<file path="config.mk">
export PLATFORM = sky130hd
export DESIGN_NAME = audio_fifo_dreq
export DESIGN_NICKNAME = d
export VERILOG_FILES = /design/src/rtl/audio_fifo_dreq_pkg.sv /design/src/rtl/afd_req_gen.sv /design/src/rtl/afd_flag_unit.sv /design/src/rtl/afd_irq_merge.sv /design/src/rtl/audio_fifo_dreq.sv
export SDC_FILE = /design/constraint.sdc
export NUM_CORES = 1
export LEC_CHECK = 0
export ABC_AREA = 1
export CORE_UTILIZATION = 30
export DETAILED_ROUTE_END_ITERATION = 7
export PLACE_DENSITY = 0.77
export SLEW_MARGIN = 20
export SYNTH_ARGS = -nofsm -noshare
export SYNTH_HDL_FRONTEND = slang
export SYNTH_SLANG_ARGS = --single-unit
</file>
<file path="constraint.sdc">
create_clock -name clk -period 0.8 [get_ports clk]
set_input_delay 0.2 -clock clk [delete_from_list [all_inputs] [get_ports clk]]
set_output_delay 0.2 -clock clk [all_outputs]
set_load 0.01 [all_outputs]
</file>
<file path="src/rtl/audio_fifo_dreq_pkg.sv">
package audio_fifo_dreq_pkg;

  localparam int NUM_FLAGS = 4;

  // flag indices; the bench and software decode these positions
  localparam int FLG_TX_UNDER = 0;
  localparam int FLG_RX_OVER  = 1;
  localparam int FLG_TX_LOW   = 2;
  localparam int FLG_RX_HIGH  = 3;

  typedef logic [NUM_FLAGS-1:0] flag_vec_t;

  typedef enum logic {
    DIR_TX = 1'b0,
    DIR_RX = 1'b1
  } fifo_dir_e;

endpackage

</file>
<file path="src/rtl/afd_req_gen.sv">
module afd_req_gen
  import audio_fifo_dreq_pkg::*;
#(
  parameter int        DEPTH = 8,
  parameter int        BURST = 4,
  parameter int        CNT_W = 4,
  parameter fifo_dir_e DIR   = DIR_TX
) (
  input  logic             clk,
  input  logic             rst_n,
  input  logic [CNT_W-1:0] level,
  input  logic             burst,
  input  logic             dma_en,
  input  logic             dbg_hold,
  input  logic             dbg_active,
  input  logic             flush,
  output logic             dreq
);

  localparam logic [CNT_W-1:0] DEPTH_C    = CNT_W'(DEPTH);
  localparam logic [CNT_W-1:0] TX_BURST_C = CNT_W'(DEPTH - BURST);
  localparam logic [CNT_W-1:0] RX_BURST_C = CNT_W'(BURST);

  logic want_single;
  logic want_burst;
  logic dreq_d;
  logic dreq_q;

  generate
    if (DIR == DIR_RX) begin : g_rx
      // receive side drains: ask when words are waiting
      assign want_single = (level != '0);
      assign want_burst  = (level >= RX_BURST_C);
    end else begin : g_tx
      // transmit side fills: ask when room is available
      assign want_single = (level < DEPTH_C);
      assign want_burst  = (level <= TX_BURST_C);
    end
  endgenerate

  always_comb begin
    dreq_d = 1'b0;
    if (dma_en && !(dbg_hold && dbg_active) && !flush) begin
      dreq_d = burst ? want_burst : want_single;
    end
  end

  always_ff @(posedge clk or negedge rst_n) begin
    if (!rst_n) begin
      dreq_q <= 1'b0;
    end else begin
      dreq_q <= dreq_d;
    end
  end

  assign dreq = dreq_q;

endmodule

</file>
<file path="src/rtl/afd_flag_unit.sv">
module afd_flag_unit
  import audio_fifo_dreq_pkg::*;
#(
  parameter int CNT_W = 4
) (
  input  logic             clk,
  input  logic             rst_n,
  input  logic [CNT_W-1:0] tx_level,
  input  logic [CNT_W-1:0] rx_level,
  input  logic [CNT_W-1:0] tx_wmark,
  input  logic [CNT_W-1:0] rx_wmark,
  input  logic             tx_underrun,
  input  logic             rx_overrun,
  input  logic [1:0]       err_clr,
  input  logic             tx_flush,
  input  logic             rx_flush,
  output flag_vec_t        flags
);

  logic [1:0] evt;
  logic [1:0] clr;
  logic [1:0] sticky_en;
  logic [1:0] sticky_d;
  logic [1:0] sticky_q;
  logic       low_d;
  logic       high_d;
  logic       low_q;
  logic       high_q;

  assign evt = {rx_overrun, tx_underrun};
  assign clr = err_clr | {rx_flush, tx_flush};

  genvar gi;
  generate
    for (gi = 0; gi < 2; gi++) begin : g_sticky
      // an event in the clear cycle wins so it is never lost
      assign sticky_en[gi] = evt[gi] | clr[gi];
      assign sticky_d[gi]  = evt[gi];

      always_ff @(posedge clk or negedge rst_n) begin
        if (!rst_n) begin
          sticky_q[gi] <= 1'b0;
        end else if (sticky_en[gi]) begin
          sticky_q[gi] <= sticky_d[gi];
        end
      end
    end
  endgenerate

  always_comb begin
    low_d  = (tx_level <= tx_wmark);
    high_d = (rx_level >= rx_wmark);
  end

  always_ff @(posedge clk or negedge rst_n) begin
    if (!rst_n) begin
      low_q  <= 1'b0;
      high_q <= 1'b0;
    end else begin
      low_q  <= low_d;
      high_q <= high_d;
    end
  end

  always_comb begin
    flags               = '0;
    flags[FLG_TX_UNDER] = sticky_q[0];
    flags[FLG_RX_OVER]  = sticky_q[1];
    flags[FLG_TX_LOW]   = low_q;
    flags[FLG_RX_HIGH]  = high_q;
  end

endmodule

</file>
<file path="src/rtl/afd_irq_merge.sv">
module afd_irq_merge #(
  parameter int N = 4
) (
  input  logic [N-1:0] flags,
  input  logic [N-1:0] enables,
  output logic         irq
);

  assign irq = |(flags & enables);

endmodule

</file>
<file path="src/rtl/audio_fifo_dreq.sv">
module audio_fifo_dreq
  import audio_fifo_dreq_pkg::*;
#(
  parameter int DEPTH = 8,
  parameter int BURST = 4,
  parameter int CNT_W = $clog2(DEPTH + 1)
) (
  input  logic             clk,
  input  logic             rst_n,
  input  logic [CNT_W-1:0] tx_level,
  input  logic [CNT_W-1:0] rx_level,
  input  logic [CNT_W-1:0] tx_wmark,
  input  logic [CNT_W-1:0] rx_wmark,
  input  logic             tx_burst,
  input  logic             rx_burst,
  input  logic             tx_dma_en,
  input  logic             rx_dma_en,
  input  logic             tx_dbg_hold,
  input  logic             rx_dbg_hold,
  input  logic             dbg_active,
  input  logic             tx_underrun,
  input  logic             rx_overrun,
  input  logic             tx_flush,
  input  logic             rx_flush,
  input  logic [1:0]       err_clr,
  input  logic [3:0]       irq_en,
  output logic             tx_dreq,
  output logic             rx_dreq,
  output logic [3:0]       flags,
  output logic             irq
);

  flag_vec_t flag_w;

  afd_req_gen #(
    .DEPTH(DEPTH), .BURST(BURST), .CNT_W(CNT_W), .DIR(DIR_TX)
  ) u_tx_req (
    .clk(clk), .rst_n(rst_n), .level(tx_level), .burst(tx_burst),
    .dma_en(tx_dma_en), .dbg_hold(tx_dbg_hold), .dbg_active(dbg_active),
    .flush(tx_flush), .dreq(tx_dreq)
  );

  afd_req_gen #(
    .DEPTH(DEPTH), .BURST(BURST), .CNT_W(CNT_W), .DIR(DIR_RX)
  ) u_rx_req (
    .clk(clk), .rst_n(rst_n), .level(rx_level), .burst(rx_burst),
    .dma_en(rx_dma_en), .dbg_hold(rx_dbg_hold), .dbg_active(dbg_active),
    .flush(rx_flush), .dreq(rx_dreq)
  );

  afd_flag_unit #(.CNT_W(CNT_W)) u_flags (
    .clk(clk), .rst_n(rst_n),
    .tx_level(tx_level), .rx_level(rx_level),
    .tx_wmark(tx_wmark), .rx_wmark(rx_wmark),
    .tx_underrun(tx_underrun), .rx_overrun(rx_overrun),
    .err_clr(err_clr), .tx_flush(tx_flush), .rx_flush(rx_flush),
    .flags(flag_w)
  );

  afd_irq_merge #(.N(NUM_FLAGS)) u_irq (
    .flags(flag_w), .enables(irq_en), .irq(irq)
  );

  assign flags = flag_w;

endmodule

</file>
==> impl_metrics.env <==
export IMPL_dp_hpwl_mm=1.10
export IMPL_path_class="input pin to output pin"
export IMPL_drt_initial_drc_count=3
export IMPL_clock_sinks=6
export IMPL_critPathMaxStageDelay_ns=0.46
export IMPL_layout_setup_ws_ns=-0.333
export IMPL_cp_startpoint="irq_en[1]"
export IMPL_synth_area_sq_um=485
export IMPL_ios=42
export IMPL_wl_per_cell_um=9.98
export IMPL_cts_tree="done"
export IMPL_cp_cell_sequence="clkdlybuf4s50_1, nand2_1, nand4_1, buf_2"
export IMPL_peakVddDrop_mv=0.508
export IMPL_cp_required_ns=0.60
export IMPL_synthesis_nets=111
export IMPL_period_minus_slack_ns=1.13
export IMPL_place_inst=125
export IMPL_violations="setup timing"
export IMPL_synth_compound_area_share_pct=7.73
export IMPL_hold_viol=0
export IMPL_tightest_slew_ns=0.247
export IMPL_cpMaxStageDelayCell="clkdlybuf4s50_1"
export IMPL_portBuffers=41
export IMPL_crit_arrival_ns=0.93
export IMPL_overflow=0
export IMPL_yosysUniqueCellTypes=10
export IMPL_tns_ns=-1.38
export IMPL_path_delay_family="buffers and inverters"
export IMPL_post_route_period_util_pct=142
export IMPL_ys_seq_area_share_pct=30.9
export IMPL_swShare_pct=28.1
export IMPL_core_sq_mm=0.00151
export IMPL_synth_simple_gate_area_share_pct=24.5
export IMPL_setup_viol=9
export IMPL_synth_cells=68
export IMPL_synth_fa_ha_area_share_pct=20.6
export IMPL_start_kind="input pin"
export IMPL_timing_fmax_ghz=0.883
export IMPL_slew_viol_final=0
export IMPL_drtPass1Iterations=2
export IMPL_h_tree_depth=1
export IMPL_layout_commonest_cell="clkdlybuf4s50_1"
export IMPL_layout_nets=159
export IMPL_place_area_sq_um=941
export IMPL_synthMuxAreaShare_pct=0
export IMPL_syn_avg_cell_area_sq_um=7.14
export IMPL_cts_root_buf="clkbuf_4"
export IMPL_final_cell_mix="clkdlybuf4s50_1 (18), nand2_1 (12), inv_2 (9), buf_2 (9), inv_1 (8)"
export IMPL_die_y_um=42.2
export IMPL_outcome="finished with violations"
export IMPL_row_count=14
export IMPL_vias=576
export IMPL_drive_gt1_share_pct=47.4
export IMPL_relSlewSlack_pct=83.5
export IMPL_path_buf_inv=2
export IMPL_place_gp_congestion=0.719
export IMPL_p_leak_uw=0.000504
export IMPL_holdWs_ns=0.190
export IMPL_clkPwrFrac_pct=25.1
export IMPL_fin_area_sq_mm=0.00102
export IMPL_vias_per_cell=4.43
export IMPL_drtAntennaViolNets=0
export IMPL_clockBufferDepth=2
export IMPL_cts_buffers=3
export IMPL_track_usage_pct=17.0
export IMPL_crit_path_max_fanout=1
export IMPL_die_x_um=42.2
export IMPL_r2r_start="u_flags.flags[0]"
export IMPL_antennaDiodeCount=0
export IMPL_min_path_type="input pin to asynchronous set/reset pin"
export IMPL_grt_max_degree=7
export IMPL_yosys_warnings=0
export IMPL_wirelength_mm=1.30
export IMPL_syn_to_final_growth_pct=110
export IMPL_cap_violations=0
export IMPL_grt_pass1_wl_mm=2.29
export IMPL_yosys_area_share_xor_xnor_pct=0
export IMPL_p_int_uw=771
export IMPL_clk_latency_ns=0.24
export IMPL_initial_core_util_pct=32.2
export IMPL_clk_pin_slew_ns=0.04
export IMPL_seqPwrFrac_pct=31.9
export IMPL_fin_cells=130
export IMPL_synth_top_family_by_area="simple AND/OR/NAND/NOR gates"
export IMPL_first_global_vias=597
export IMPL_die_area_sq_mm=0.00178
export IMPL_pwr_share_comb_pct=43.0
export IMPL_synth_seq_cells=6
export IMPL_critPathCaptureType="output pin"
export IMPL_finClkSkew_ns=0
export IMPL_rsz0062_at_grt="yes"
export IMPL_power_density_mw_per_mm2=1050
export IMPL_drc_errors=0
export IMPL_power_switching_uw=302
export IMPL_antenna_found_initial=0
[area by class of cell]
type                       instances  area [sq um]
fill                             141           485
multi-input combinational         43           393
timing repair buffer              45           372
sequential                         6           150
inverter                          17          63.8
clock buffer                       3          22.5
tap                               16          20.0
[power by group through the flow]
stage          logic [uW]  registers, uW  clock network (uW)
6_report              461            343                 269
3_3_place_gp          404            348                   0
5_1_grt               516            345                 294
4_1_cts               420            343                 283
3_5_place_dp          417            349                   0
2_1_floorplan         153            352                   0
[synthesized netlist by cell type]
master    number  area share (%)
a21oi_1        3             3.1
buf_4          2             3.1
dfrtp_1        6              31
ha_1           8              21
inv_1         17              13
nand2_1       19              15
nand3_1        4             4.1
nand4_1        2             2.6
nor2_1         4             3.1
o21bai_1       3             4.6
[final timing paths]
path | to | slack [ns] | depth (start not counted)
worst max-delay path | irq | -0.33 | 4
worst min-delay path | u_flags.low_q | 0.19 | 1
worst max register to register | u_flags.flags[0] | -0.07 | 4
worst min register to register | u_flags.flags[1] | 0.73 | 4
max in group asynchronous | u_flags.flags[1] | 0.41 | 1
min in group clk | u_tx_req.dreq | 0.29 | 4
[sequential cells by signal (all words and copies together), names as in the netlist]
register	cells
u_flags.flags	2
u_flags.high_q	1
u_flags.low_q	1
u_rx_req.dreq	1
u_tx_req.dreq	1
[cell families after synthesis]
family	after synthesis
AO/OA/AOI/OAI	6
adder cells (fa/ha/maj)	8
buffers and inverters	19
flip-flops	6
AND/OR/NAND/NOR	29
[per-layer routing]
| metal | routed length (um) | up-vias | track usage [%] | share of wire, % |
|---|---|---|---|---|
| li1 | - | 299 | - | - |
| met1 | 509 | 251 | 20.3 | 39 |
| met2 | 687 | 24 | 29.5 | 53 |
| met3 | 77 | 2 | 0.431 | 5.9 |
| met4 | 23 | 0 | 11.3 | 1.8 |
| met5 | 0 | - | 0 | 0 |
[stage by stage]
stage,total power [uW],setup WS (ns),util (%)
3_3_place_gp,752,-0.705,62.5
6_report,1070,-0.333,67.8
5_1_grt,1150,-0.397,67.8
2_1_floorplan,505,-0.0242,-
4_1_cts,1050,-0.343,66.0
3_5_place_dp,766,-0.747,62.5
[repair_timing]
| action | in CTS | in global routing |
|---|---|---|
| setup buffers | 2 | 1 |
| pin swaps | 8 | 16 |
| setup endpoints to repair | 10 | 12 |
| hold buffers | 0 | 0 |
| resized for setup | 68 | 32 |
Note: power is estimated with default switching activity, not from simulation.
